**src/rtl/dtmf_pkg.sv**
```systemverilog
package dtmf_pkg;
    localparam int LUT_BITS = 5;
    localparam int SAMP_W   = 8;

    typedef logic signed [SAMP_W-1:0] samp_t;

    // 32-point sine, amplitude 63, built from a quarter wave
    function automatic samp_t sine_at(input logic [LUT_BITS-1:0] k);
        logic [4:0] qi;
        samp_t      mag;
        qi = (k[3:0] <= 4'd8) ? {1'b0, k[3:0]} : (5'd16 - {1'b0, k[3:0]});
        case (qi)
            5'd0:    mag = 8'sd0;
            5'd1:    mag = 8'sd12;
            5'd2:    mag = 8'sd24;
            5'd3:    mag = 8'sd35;
            5'd4:    mag = 8'sd45;
            5'd5:    mag = 8'sd52;
            5'd6:    mag = 8'sd58;
            5'd7:    mag = 8'sd62;
            5'd8:    mag = 8'sd63;
            default: mag = 8'sd0;
        endcase
        return k[4] ? -mag : mag;
    endfunction

    function automatic int unsigned tone_hz(input bit is_col, input logic [1:0] idx);
        if (is_col) begin
            case (idx)
                2'd0: return 1209;
                2'd1: return 1336;
                2'd2: return 1477;
                default: return 1633;
            endcase
        end
        case (idx)
            2'd0: return 697;
            2'd1: return 770;
            2'd2: return 852;
            default: return 941;
        endcase
    endfunction

    function automatic longint unsigned phase_step(input int unsigned hz,
                                                   input int acc_w,
                                                   input int unsigned fs);
        return ((longint'(hz) << acc_w) + longint'(fs / 2)) / longint'(fs);
    endfunction
endpackage

```
**src/rtl/dtmf_tick_gen.sv**
```systemverilog
module dtmf_tick_gen #(
    parameter int BASE_DIV = 64,
    parameter int SEL_W    = 2
) (
    input  logic             clk,
    input  logic             rst_n,
    input  logic [SEL_W-1:0] osc_sel,
    output logic             tick
);
    localparam int MAX_DIV = BASE_DIV << ((1 << SEL_W) - 1);
    localparam int CNT_W   = $clog2(MAX_DIV);

    logic [CNT_W-1:0] cnt_d, cnt_q;
    logic [CNT_W-1:0] lim;

    always_comb begin
        lim   = CNT_W'((BASE_DIV << osc_sel) - 1);
        tick  = (cnt_q >= lim);
        cnt_d = tick ? '0 : cnt_q + 1'b1;
    end

    always_ff @(posedge clk or negedge rst_n) begin
        if (!rst_n) cnt_q <= '0;
        else        cnt_q <= cnt_d;
    end

    AST_TICK_GAP: assert property (@(posedge clk) disable iff (!rst_n)
        tick |=> !tick);
endmodule

```
**src/rtl/dtmf_tone_chan.sv**
```systemverilog
module dtmf_tone_chan
    import dtmf_pkg::*;
#(
    parameter int ACC_W     = 16,
    parameter int SAMPLE_HZ = 8000,
    parameter bit IS_COL    = 1'b0
) (
    input  logic       clk,
    input  logic       rst_n,
    input  logic       tick,
    input  logic       enable,
    input  logic [1:0] key_idx,
    output samp_t      sample
);
    localparam logic [ACC_W-1:0] STEP0 = ACC_W'(phase_step(tone_hz(IS_COL, 2'd0), ACC_W, SAMPLE_HZ));
    localparam logic [ACC_W-1:0] STEP1 = ACC_W'(phase_step(tone_hz(IS_COL, 2'd1), ACC_W, SAMPLE_HZ));
    localparam logic [ACC_W-1:0] STEP2 = ACC_W'(phase_step(tone_hz(IS_COL, 2'd2), ACC_W, SAMPLE_HZ));
    localparam logic [ACC_W-1:0] STEP3 = ACC_W'(phase_step(tone_hz(IS_COL, 2'd3), ACC_W, SAMPLE_HZ));

    typedef struct packed {
        logic [ACC_W-1:0] acc;
        logic [1:0]       idx;
    } chan_st_t;

    chan_st_t st_d, st_q;
    logic [ACC_W-1:0] step;
    logic             carry;
    logic [ACC_W-1:0] sum;

    always_comb begin
        case (st_q.idx)
            2'd0:    step = STEP0;
            2'd1:    step = STEP1;
            2'd2:    step = STEP2;
            default: step = STEP3;
        endcase
        {carry, sum} = {1'b0, st_q.acc} + {1'b0, step};
        st_d = st_q;
        if (!enable) begin
            st_d.acc = '0;
            st_d.idx = key_idx;
        end else if (tick) begin
            st_d.acc = sum;
            if (carry) st_d.idx = key_idx;
        end
        sample = enable ? sine_at(st_q.acc[ACC_W-1 -: LUT_BITS]) : '0;
    end

    always_ff @(posedge clk or negedge rst_n) begin
        if (!rst_n) st_q <= '0;
        else        st_q <= st_d;
    end

    AST_IDX_HOLD: assert property (@(posedge clk) disable iff (!rst_n)
        (enable && !tick) |=> $stable(st_q.idx));
    AST_ACC_HOLD: assert property (@(posedge clk) disable iff (!rst_n)
        (enable && !tick) |=> $stable(st_q.acc));
    AST_OFF_PHASE: assert property (@(posedge clk) disable iff (!rst_n)
        !enable |=> (st_q.acc == '0 && st_q.idx == $past(key_idx)));
endmodule

```
**src/rtl/dtmf_keypad_gen.sv**
```systemverilog
module dtmf_keypad_gen
    import dtmf_pkg::*;
#(
    parameter int ACC_W     = 16,
    parameter int SAMPLE_HZ = 8000,
    parameter int BASE_DIV  = 64,
    parameter int OUT_W     = 8
) (
    input  logic             clk,
    input  logic             rst_n,
    input  logic             wr_en,
    input  logic [1:0]       wr_addr,
    input  logic [3:0]       wr_data,
    output logic [OUT_W-1:0] tone_out,
    output logic             tone_valid
);
    localparam int NUM_TONES = 2;
    localparam int MID       = 1 << (OUT_W - 1);

    typedef struct packed {
        logic [3:0]       key;
        logic [1:0]       en;
        logic [1:0]       sel;
        logic [OUT_W-1:0] out;
        logic             valid;
    } regs_t;

    regs_t r_d, r_q;
    logic  tick;
    samp_t smp [NUM_TONES];
    int    total;

    dtmf_tick_gen #(.BASE_DIV(BASE_DIV), .SEL_W(2)) u_tick (
        .clk     (clk),
        .rst_n   (rst_n),
        .osc_sel (r_q.sel),
        .tick    (tick)
    );

    for (genvar g = 0; g < NUM_TONES; g++) begin : g_tone
        dtmf_tone_chan #(
            .ACC_W     (ACC_W),
            .SAMPLE_HZ (SAMPLE_HZ),
            .IS_COL    (g == 1)
        ) u_chan (
            .clk     (clk),
            .rst_n   (rst_n),
            .tick    (tick),
            .enable  (r_q.en[g]),
            .key_idx (g == 0 ? r_q.key[3:2] : r_q.key[1:0]),
            .sample  (smp[g])
        );
    end

    always_comb begin
        r_d       = r_q;
        total     = MID + int'(smp[0]) + int'(smp[1]);
        r_d.valid = tick;
        if (tick) r_d.out = OUT_W'(total);
        if (wr_en) begin
            case (wr_addr)
                2'd0:    r_d.key = wr_data;
                2'd1:    r_d.en  = wr_data[1:0];
                2'd2:    r_d.sel = wr_data[1:0];
                default: ;
            endcase
        end
    end

    always_ff @(posedge clk or negedge rst_n) begin
        if (!rst_n) begin
            r_q     <= '0;
            r_q.out <= OUT_W'(MID);
        end else begin
            r_q <= r_d;
        end
    end

    assign tone_out   = r_q.out;
    assign tone_valid = r_q.valid;

    AST_VALID_PULSE: assert property (@(posedge clk) disable iff (!rst_n)
        tone_valid |=> !tone_valid);
    AST_OUT_HOLD: assert property (@(posedge clk) disable iff (!rst_n)
        !tone_valid |-> $stable(tone_out));
    AST_IDLE_MID: assert property (@(posedge clk) disable iff (!rst_n)
        (tone_valid && $past(r_q.en) == 2'b00) |-> tone_out == OUT_W'(MID));
    AST_OUT_RANGE: assert property (@(posedge clk) disable iff (!rst_n)
        (tone_out >= OUT_W'(MID - 126)) && (tone_out <= OUT_W'(MID + 126)));
endmodule

```
**config.mk**
```make
export PLATFORM = sky130hd
export DESIGN_NAME = dtmf_keypad_gen
export DESIGN_NICKNAME = d
export VERILOG_FILES = /design/src/rtl/dtmf_pkg.sv /design/src/rtl/dtmf_tick_gen.sv /design/src/rtl/dtmf_tone_chan.sv /design/src/rtl/dtmf_keypad_gen.sv
export SDC_FILE = /design/constraint.sdc
export NUM_CORES = 1
export LEC_CHECK = 0
export ABC_AREA = 1
export BUFFER_PORTS_ARGS = -buffer_cell sky130_fd_sc_hd__buf_2
export CAP_MARGIN = 10
export CELL_PAD_IN_SITES_DETAIL_PLACEMENT = 0
export CELL_PAD_IN_SITES_GLOBAL_PLACEMENT = 1
export CORE_MARGIN = 2
export CORE_UTILIZATION = 36
export DETAILED_ROUTE_END_ITERATION = 10
export PLACE_DENSITY = 0.71
export SLEW_MARGIN = 20
export SYNTH_ARGS = -nofsm -noshare
export SYNTH_HDL_FRONTEND = slang
export SYNTH_HIERARCHICAL = 1
export SYNTH_SLANG_ARGS = --single-unit
```
**constraint.sdc**
```tcl
create_clock -name clk -period 3.7 [get_ports clk]
set_input_delay 0.74 -clock clk [delete_from_list [all_inputs] [get_ports clk]]
set_output_delay 0.74 -clock clk [all_outputs]
set_load 0.005 [all_outputs]
```
# --- After elaboration in Yosys (flattened, before gate mapping) ---
# Memory sizes are Yosys's and may differ from the RTL's.
# Index checks and enable logic that the tools add are counted.
totals:
  mem_count: 2
  rom_bits: 192
  register_bits: 62
  inputBits: 9
op_classes:
  mux: 17
  add_sub_neg: 10
  n_eq_ne: 10
  order_cmp: 3
  shifts: 1
  n_reduce_logical: 8
mem_list:
  columns: ["name", "words", "width", "rd", "rd_ports_with_merged_regs", "wr", "line_no", "text"]
  rows:
  - ["(no name shown)", 16, 6, 1, 0, 0, "dtmf_pkg.sv:12", "case (qi)"]
  - ["(no name shown)", 16, 6, 1, 0, 0, "dtmf_pkg.sv:12", null]
ops:
  columns: ["cell", "count"]
  rows:
  - ["$mux 18", 4]
  - ["$mux 8", 6]
  - ["$pmux 13 s3", 1]
  - ["$pmux 12 s3", 1]
  - ["$add 16x13->17", 1]
  - ["$add 16x14->17", 1]
  - ["$neg 8->8", 2]
  - ["$mux 5", 2]
  - ["$reduce_and 2->1", 5]
  - ["$sub 5x4->5 const A", 2]
  - ["$add 9x1->9 const B", 1]
  - ["$ge 9x9->1", 1]
  - ["$mux 9", 1]
  - ["$shl 7x2->9 const A", 1]
  - ["$sub 9x2->9 const B", 1]
  - ["$add 8x8->8", 1]
  - ["$add 8x8->8 const A", 1]
  - ["$le 4x4->1 const B", 2]
  - ["$ne 2x1->1 const B", 4]
  - ["$eq 2x1->1 const B", 3]
  - ["$eq 2x2->1 const B", 3]
  - ["$logic_not 2->1", 3]
  - ["$mux 2", 2]

# --- Logic depth before layout (Yosys ltp) ---
# Gate-level depths: netlist of run 1.
# An unclocked memory read counts as a cell.
depth:
  ltp_word: 9
  ltp_mapped: 27

# --- By module ---
# Netlist of run 1, hierarchy kept.
modules_own_cells:
  columns: ["module", "area_each_um2", "seq_area_each_um2", "instances", "cells_each"]
  rows:
  - ["dtmf_tone_chan (g_tone[1].u_chan)", 1943.1, 450.4, 1, 284]
  - ["dtmf_tone_chan (g_tone[0].u_chan)", 1755.4, 450.4, 1, 258]
  - ["dtmf_keypad_gen", 1103.6, 426.7, 1, 134]
  - ["dtmf_tick_gen", 556.8, 225.2, 1, 69]

# --- Worst setup path after synthesis of run 1 ---
# Ideal clock, no wire load.
synth_timing:
  path_type: "flip-flop to flip-flop"
  from: "register g_tone[0].u_chan/st_q[13] in the netlist's numbering"
  to: "register r_q (netlist bit tone_out[7])"
  t_arrival_ns: 3.374
  t_required_ns: 3.640
  path_buffers: 0
  path_slack_ns: 0.265
  path_stages_with_launch: 28
  cell_sequence: "dfrtp_1 inv_1 ha_1 nand2_4 nand2_1 nand2_1 nand2_2 inv_1 ha_1 nor2_2 nand2_1 nand2_2 inv_2 nand2_1 ha_1 nor2_1 a211oi_2 ha_1 ha_1 inv_1 fa_1 inv_1 nand2_1 nand2_1 nand3_1 nand3_1 nand3_1 nand2_1"
synth_rtl:
  columns: ["element", "line_no", "text"]
  rows:
  - ["from (decl)", "dtmf_tone_chan.sv:25", "chan_st_t st_d, st_q;"]
  - ["from (signal assigned)", "dtmf_tone_chan.sv:51", "else st_q <= st_d;"]
  - ["to (signal assigned)", "dtmf_keypad_gen.sv:75", "r_q <= r_d;"]
  - ["to (decl)", "dtmf_keypad_gen.sv:28", "regs_t r_d, r_q;"]

==> impl_results.md, run 1 <==
- R2r worst-path depth: 27
- P_leak: 3.243 nW
- Ant. Diodes: 0
- CP Launch Type: flip-flop
- Vias in the first global route: 4,538
- Fin cells: 962
- Final Max Tran Viols: 0
- Fmax: 0.2890 GHz
- Final hold vios: 0
- Post-route clock skew: 0.007459 ns
- Fin Hold WS: 0.4665 ns
- Largest net degree at the start of global routing: 33
- Sequential area share after synthesis: 28.98%
- Hold path depth: 2
- Most frequent cell after synthesis: nand2_1
- Top FF cell, synth: dfrtp_1
- First-pass GRT wire length: 21.22 mm
- Gate power share: 30.8%
- #FFs+latches synth: 62
- Status: finished clean
- Clock power frac: 38.0%
- DRT Pass-1 Iters: 4
- Crit-path max FO: 5
- CP Capture Point: tone_out[7]
- Crit path from: g_tone[0].u_chan/st_q[14]
- Yosys top cell by area: dfrtp_1
- Clock Tree Root: clkbuf_16
- Worst-Margin Slew: 0.7793 ns
- Synthesized instance count: 745
- Die area: 15,880 um2
- Crit Reg-Reg Endpoint: tone_out[7]
- Switch Pwr: 0.8341 mW
- Reg2reg start: g_tone[0].u_chan/st_q[14]
- CP Capture Type: flip-flop
- CTS tree: done
- Htree depth: 3
- Max-cap viol count: 0
- Setup Crit Path Kind: flip-flop to flip-flop
- Area Growth Syn to Fin: 13.00%
- Power share of the sequential group: 31.2%
- Placed Cells: 938
- Setup TNS: 0 ns
- Internal power: 1.595 mW
- Commonest cells in the netlist: nand2_1, inv_1, nor2_1, nand3_1, dfrtp_1
- CTS buffer count: 9
- VDD IR max: 0.0002044 V
- Post-synth EDFFs: 0
- TritonCTS Sinks: 62
- Warnings, synthesis: 6
- Post-Synthesis Cell Area: 5359 um2
- Setup violators final: 0
- R2R setup slack: 0.24 ns
- Top post-synthesis cells by area: dfrtp_1, nand2_1, ha_1
- Yosys top cell area share: 28.48%
- Syn avg cell area: 7.193 um2
- Final Net Count: 842
- Drt drc: 0
- Clk slew on worst S/H paths: 0.06 ns
- Synth Net Count: 814
- Routability Congestion: 0.8606
- Longest Clk Path Bufs: 2
- Power per cell area: 401.2 nW/um2
- Core Region: 14,530 um2
- Utilization after layout: 41.67%
- Fin crit share: 93.52%
- Starting Density: 36.87%
- Net Sw Frac: 34.33%
- Netlist cell types: 45
- Vias per cell: 4.907
- Post-synth ARST share: 100.0%
- Gr ovfl total: 0
- I/O Pins: 18
- Gr usage total: 16.29%
- Worst Hold Class: flip-flop to flip-flop
- Die H: 126.0 um
- Dpl cell area: 5639 um2
- WP data required: 3.99 ns
- Worst skew pair latency: 0.34 ns
- Cell Rows: 44
- Die Wd: 126.0 um
- Via count: 4,721
- Final Cell Area: 6056 um2
- Routed length per placed instance: 12.83 um
- Initial detailed-routing violation count: 315
- Initial antenna violation count: 0
- Share of cells above drive strength 1: 15.04%
- DP Wirelength: 9.398 mm
- Final WL: 12.34 mm
- Crit path DAT: 3.75 ns
- Port bufs: 17
- Max-slew headroom at the worst pin: 48.04%
- ANT nets after route: 0
- Fin crit period: 3.460 ns
## worst max-delay path, cell delays in order, from the launching register on
cell	delay (ns)
dfrtp_1	0.38
inv_2	0.11
ha_4	0.17
nand2_4	0.06
nand2_1	0.07
nand2_1	0.07
nand2_2	0.11
inv_1	0.07
ha_1	0.19
nor2_2	0.10
nand2_1	0.08
nand2_2	0.09
inv_2	0.05
nand2_1	0.08
ha_2	0.28
nor2_2	0.12
a211oi_2	0.05
ha_1	0.28
ha_1	0.15
inv_1	0.05
fa_2	0.34
inv_1	0.07
nand2_1	0.07
nand2_2	0.08
nand3_1	0.06
nand3_1	0.08
nand3_1	0.06
nand2_1	0.07
## cell type report
class	instances	area, um2
multi-input combinational	570	3368
inverter	96	362.8
timing repair buffer	34	225.2
clock buffer	12	246.5
clock inverter	4	70.07
sequential	62	1553
tap	184	230.2
fill	1529	8478
## metal layers
metal	share of wire [%]	track usage, %
met5	0	0
met4	1.5	6.076
met3	2.5	2.464
met2	47	26.34
met1	49	22.09
## repair_timing
item	CTS	global route
hold buffers	0	0
setup buffers	0	8
endpoints found under the setup margin	0	5
resized for setup	0	14
## placed cells by master (no fill, tap or decap), drive strengths merged, types with 7 or more instances in the layout
cell,n
a21oi,42
buf,34
clkbuf,12
dfrtp,61
ha,57
inv,95
nand2,213
nand3,83
nor2,77
nor3,9
o21ai,39
xnor2,7
xor2,7
## kinds of logic (layout without fill, tap and decap cells)
kind of cell               after synthesis  after routing  synth area share, %
muxes                                    2              2               0.4202
xor gates and xnor gates                14             14                2.288
buffers and inverters                  113            146                8.919
DFF                                     62             62                28.98
and+or+nand+nor                        392            392                33.74
AOI/OAI and AO/OA                      102            102                11.23
adders and majority gates               60             60                14.43
## state kept, by name, summed over array words and instances, names as in the netlist
register and flops:
g_tone.u_chan/st_q 36, r_q 8, tone_out 8, tone_valid 1, u_tick/cnt_q 9
## through the flow
| stage | total power, mW | worst slack (ns) |
|---|---|---|
| after floorplan | 1.316 | 0.2652 |
| after global placement | 1.476 | 0.1820 |
| after detailed placement | 1.488 | 0.04131 |
| after CTS | 2.429 | 0.02626 |
| after global routing | 2.600 | -0.009563 |
| final | 2.430 | 0.2396 |
## power groups by stage
| stage | combinational, mW | clock [mW] | sequential, mW |
|---|---|---|---|
| 2_1_floorplan | 0.570 | 0 | 0.746 |
| 3_5_place_dp | 0.717 | 0 | 0.771 |
| 6_report | 0.749 | 0.922 | 0.758 |
| 5_1_grt | 0.858 | 0.976 | 0.765 |
| 3_3_place_gp | 0.707 | 0 | 0.769 |
| 4_1_cts | 0.723 | 0.948 | 0.758 |
## how the worst min path moves through the flow
stage	startpoint	to	slack [ns]
2_1_floorplan	rst_n	g_tone[0].u_chan/st_q[0]	0.44
3_3_place_gp	tone_out[0]	tone_out[0]	0.46
6_report	tone_out[1]	tone_out[1]	0.47
3_5_place_dp	tone_out[1]	tone_out[1]	0.46
4_1_cts	tone_out[7]	tone_out[7]	0.47
5_1_grt	tone_out[1]	tone_out[1]	0.49
Power figures use the tool's default switching activity.
==> run 2, diff against run 1 <==
GPL_TIMING_DRIVEN = 0   (was unset)
PLACE_DENSITY = 0.7   (was 0.71)
SYNTH_HIERARCHICAL = unset   (was 1)
==> impl_results.md, run 2 <==
- Initial detailed-routing violation count: 234
- Utilization after layout: 44.42%
- I/O Pins: 18
- Clock power frac: 42.6%
- Biggest register: g_tone.u_chan.st_q
- Synthesized instance count: 680
- P_leak: 3.202 nW
- Fmax: 0.2831 GHz
- Worst slack, placed: -0.3648 ns
- Switch Pwr: 0.6786 mW
- R2R setup slack: 0.17 ns
- Max-cap viol count: 0
- Fin Hold WS: 0.2770 ns
- PnR worst setup slack: 0.1672 ns
- Crit path DAT: 3.80 ns
- Most frequent cell after synthesis: nand2_1
- Internal power: 1.485 mW
- CP Buf/Inv Count: 5
- Max reg flops: 36
- Clock Tree Root: clkbuf_16
- Fin crit share: 95.48%
- Worst skew pair latency: 0.33 ns
- CP Capture Type: flip-flop
- Warnings, synthesis: 0
- Area occupied by registers: 1556 um2
- Area Growth Syn to Fin: 21.81%
- CTS buffer count: 9
- Top Registers: g_tone.u_chan.st_q x36, u_tick.cnt_q x9
- Initial antenna violation count: 0
- Routed length per placed instance: 13.66 um
- Yosys top cell area share: 30.51%
- Fin crit period: 3.533 ns
- Worst Hold Class: primary input to async pin
- Setup violators final: 0
- Power Total: 2.164 mW
- Longest Clk Path Bufs: 2
- Post-synth EDFFs: 0
- DP Wirelength: 9.226 mm
- Clk slew on worst S/H paths: 0.06 ns
- Most frequent cells in the layout: nand2_1, inv_1, dfrtp_1, nor2_1, ha_1
- Crit path from: g_tone[0].u_chan.st_q[13]
- Fillers: 1,418
- CP Launch Type: flip-flop
- Gate power share: 23.5%
- Power per cell area: 355.0 nW/um2
- Gr ovfl total: 0
- Post-route clock skew: 0.006678 ns
- Setup TNS: 0 ns
- Final Cell Area: 6095 um2
- Status: finished clean
- Cell Rows: 43
- Post-Synthesis Cell Area: 5004 um2
- Syn avg cell area: 7.358 um2
- Sequential area share after synthesis: 31.03%
- Footprint of the multi-input gates: 3213 um2
- Port bufs: 17
- First-pass GRT wire length: 21.10 mm
- Top FF cell, synth: dfrtp_1
- Final Net Count: 805
- Reg2reg start: g_tone[0].u_chan.st_q[13]
- Die area: 14,860 um2
- RSZ-0062 raised after global routing: true
- Final WL: 12.55 mm
- Netlist cell types: 41
- Crit-path max FO: 6
- Core Region: 13,720 um2
- Max-slew headroom at the worst pin: 60.20%
- Starting Density: 36.47%
- Die H: 121.9 um
- Vias in the first global route: 4,394
- Share of cells above drive strength 1: 19.35%
- Final hold vios: 0
- Placed Cells: 878
- Dpl cell area: 5344 um2
- Setup Crit Path Kind: flip-flop to flip-flop
- VDD IR max: 0.0003031 V
- Routability Congestion: 0.8380
- Final Max Tran Viols: 0
- Ant. Diodes: 0
- Yosys top cell by area: dfrtp_1
- Vias per cell: 4.904
- Commonest non-fill, non-tap cell in the layout: nand2_1
- Via count: 4,507
- Top delay family on crit path: adder cells
- Drt drc: 0
- Most used cell, CP: nand2_1
- Gr usage total: 18.07%
- Htree depth: 3
- Post-synth ARST share: 100.0%
- ANT nets after route: 0
- Largest net degree at the start of global routing: 50
- Worst-Margin Slew: 0.5969 ns
- WP data required: 3.97 ns
- Power share of the sequential group: 33.9%
- CTS tree: done
- Hold Buf Count CTS: 0
- Die Wd: 121.9 um
- Fin cells: 919
- Commonest cells in the netlist: nand2_1, inv_1, dfrtp_1, ha_1, nand3_1
- Top post-synthesis cells by area: dfrtp_1, ha_1, nand2_1
- TritonCTS Sinks: 62
- #FFs+latches synth: 62
- Critical Path Slowest Stage Cell: dfrtp_2
- DRT Pass-1 Iters: 5
- Synth Net Count: 751
- Net Sw Frac: 31.36%
- CP peak stage delay: 0.40 ns
## run 2: cell types whose count changed after synthesis, sizes merged, moves of 3 or more
cell and delta:
nand2 -48, nand3 -27, o21ai +22, nor2 -21, xor2 +9, a21oi +8, nand3b -4, o21bai -4
a22o -3, a31oi +3
## run 2: cells by family (layout without fill, tap and decap cells)
kind of cell,after synthesis,in the layout,synth area share [%]
AO/OA/AOI/OAI,130,130,14.30
XOR/XNOR,21,21,3.676
adder cells (fa/ha/maj),62,62,15.95
buffers and inverters,111,170,9.252
flip-flops,62,62,31.03
AND/OR/NAND/NOR,294,294,25.78
## run 2: timing repair
item	CTS	global route
pin swaps	6	33
buffers inserted	5	20
endpoints found under the hold margin	0	0
setup endpoints to repair	4	3
gates resized for setup	23	34
## run 2: final timing paths
check | to | cells after the start
setup / recovery | tone_out[7] | 26
hold / removal | g_tone[1].u_chan.st_q[9] | 1
setup reg to reg | tone_out[7] | 26
hold reg to reg | tone_out[7] | 2
max in group asynchronous | g_tone[0].u_chan.st_q[13] | 2
min in group clk | tone_out[7] | 2
## run 2: power by group through the flow
stage,combinational (mW),clock (mW),sequential (mW)
6_report,0.509,0.922,0.733
3_5_place_dp,0.509,0,0.746
2_1_floorplan,0.371,0,0.737
3_3_place_gp,0.498,0,0.744
4_1_cts,0.512,0.953,0.733
5_1_grt,0.587,0.977,0.738
## run 2: final cells by class
type                            instances  area share [%]
Buffer                                 17           1.807
Clock buffer                           10           3.921
Clock inverter                          6           1.396
Inverter                               94           5.954
Multi-Input combinational cell        507           52.72
Sequential cell                        62           25.54
Tap cell                              180           3.695
Timing Repair Buffer                   43           4.968
## run 2: per-layer routing
metal  part of all wire [%]  global-route usage, %
met4                    1.5                  4.885
met5                      0                      0
met2                     48                  30.48
met3                    3.5                  4.073
met1                     47                  23.33
==> run 3, diff against run 2 <==
CORE_UTILIZATION = 42   (was 36)
PLACE_DENSITY = 0.8   (was 0.7)
REMOVE_ABC_BUFFERS = 1   (was unset)
==> impl_results.md, run 3 (same netlist as run 2, synthesis figures left out) <==
- Status: finished, violations left
- Violated checks: DRC
- Max-slew headroom at the worst pin: 41.38%
- Port bufs: 17
- Final Net Count: 788
- Vias in the first global route: 4,442
- Crit Reg-Reg Endpoint: tone_out[5]
- Reg2reg start: g_tone[1].u_chan.st_q[14]
- Crit path DAT: 3.75 ns
- Share of cells above drive strength 1: 19.94%
- Htree depth: 3
- DRT Pass-1 Iters: 7
- Critical Path Slowest Stage Cell: dfrtp_1
- Final Max Tran Viols: 0
- Max reg flops: 36
- Final WL: 12.16 mm
- Largest net degree at the start of global routing: 37
- Most frequent cells in the layout: nand2_1, inv_1, dfrtp_1, nor2_1, nand3_1
- Worst skew pair latency: 0.34 ns
- Fin crit period: 3.560 ns
- Die area: 12,800 um2
- RSZ-0062 raised after global routing: true
- Clk slew on worst S/H paths: 0.06 ns
- Initial detailed-routing violation count: 291
- Worst-Margin Slew: 0.8740 ns
- Setup violators final: 0
- Fmax: 0.2809 GHz
- Ant. Diodes: 0
- Final hold vios: 0
- Biggest register: g_tone.u_chan.st_q
- CP peak stage delay: 0.40 ns
- Area Growth Syn to Fin: 21.11%
- Longest Clk Path Bufs: 2
- Starting Density: 43.45%
- Top Registers: g_tone.u_chan.st_q x36, u_tick.cnt_q x9
- Grt met3 use: 2.785%
- Met2 usage: 32.46%
- Critical path cell sequence: inv_2 -> ha_4 -> nand2_4 -> nand2_4 -> nand2_4 -> nand2_4 -> ha_4 -> inv_2 -> nand2_2 -> nand2_2 -> inv_4 -> o21ai_4 -> ha_4 -> o21ai_2 -> a21oi_2 -> ha_1 -> ha_4 -> fa_2 -> buf_4 -> buf_4 -> a31oi_1 -> xor2_1 -> o21ai_0
- Max-cap viol count: 0
- R2R setup slack: 0.14 ns
- Via count: 4,488
- CP Launch Type: flip-flop
- Routability Congestion: 0.8130
- Commonest non-fill, non-tap cell in the layout: nand2_1
- Die H: 113.1 um
- Cell Rows: 39
- ANT nets after route: 0
- Gr ovfl total: 0
- Fin crit share: 96.21%
- CP Capture Type: flip-flop
- I/O Pins: 18
- CTS tree: done
- Setup Crit Path Kind: flip-flop to flip-flop
- Area occupied by registers: 1556 um2
- Drt drc: 1
- Die Wd: 113.1 um
- DP Wirelength: 8.315 mm
- Footprint of the multi-input gates: 3341 um2
- Power per cell area: 357.7 nW/um2
- P_leak: 3.131 nW
- Post-route clock skew: 0.008799 ns
- Core Region: 11,520 um2
- Met1 usage: 26.77%
- Crit-path max FO: 4
- Worst Hold Class: primary input to async pin
- VDD IR max: 0.0002085 V
- Vias per cell: 5.188
- Initial antenna violation count: 0
- Routed length per placed instance: 14.06 um
- Gr usage total: 19.83%
- Gr busiest metal: met2
- WP data required: 3.89 ns
- CTS buffer count: 9
- Setup TNS: 0 ns
- TritonCTS Sinks: 62
- First-pass GRT wire length: 20.76 mm
- Fillers: 1,094
- Power Total: 2.167 mW
- Clock Tree Root: clkbuf_16
- R2r worst-path depth: 23
-- run 3: repair_timing --
action,in CTS,in global routing
buffers inserted,15,10
resized for setup,31,50
hold buffers,0,0
pin swaps,13,32
endpoints found under the setup margin,3,4
-- run 3: metal layers --
metal  vias up  routed length, um
met3        16                381
li1       2304                  -
met2        60               5757
met5         -                  0
met1      2108               5840
met4         0                179
-- run 3: report_power, final --
part	internal, mW	leakage [nW]	switching, mW
combinational	0.168	2.16	0.311
clock	0.592	0.152	0.349
sequential	0.706	0.818	0.0424
-- run 3: critical path, delay by kind of cell (launching register included) --
kind	cells	cell delay, ns
AND/OR/NAND/NOR	6	0.43
flip-flops	1	0.40
buffers and inverters	5	0.52
adder cells (fa/ha/maj)	6	1.35
AO/OA/AOI/OAI	5	0.54
XOR/XNOR	1	0.17
-- run 3: final cells by class --
type                       instances  share of cell area, %
multi-input combinational        507                  55.13
sequential                        62                  25.69
inverter                          94                  6.029
timing repair buffer              43                  4.873
clock buffer                       9                  3.717
tap                              143                  2.953
clock inverter                     7                  1.611
-- run 3: how the worst max path moves through the flow --
stage                               from          end  slack, ns  cells past startpoint
2_1_floorplan  g_tone[0].u_chan.st_q[13]  tone_out[7]       0.08                     24
3_3_place_gp   g_tone[0].u_chan.st_q[13]  tone_out[7]      -0.32                     24
3_5_place_dp   g_tone[0].u_chan.st_q[13]  tone_out[7]      -0.35                     26
4_1_cts        g_tone[0].u_chan.st_q[13]  tone_out[7]       0.02                     25
5_1_grt        g_tone[0].u_chan.st_q[13]  tone_out[7]      -0.12                     27
6_report       g_tone[1].u_chan.st_q[14]  tone_out[5]       0.14                     23
-- run 3: through the flow --
| step | utilization (%) | instances | worst slack [ns] | area (um2) | hold WS [ns] |
|---|---|---|---|---|---|
| after floorplan | - | 663 | 0.07753 | 4893 | 0.4444 |
| final | 52.62 | 865 | 0.1401 | 6060 | 0.3252 |
| after global routing | 52.62 | 865 | -0.1227 | 6060 | 0.3525 |
| after detailed placement | 44.98 | 824 | -0.3471 | 5180 | 0.4583 |
| after global placement | 44.78 | 823 | -0.3164 | 5157 | 0.4498 |
| after CTS | 50.01 | 855 | 0.01924 | 5759 | 0.3393 |
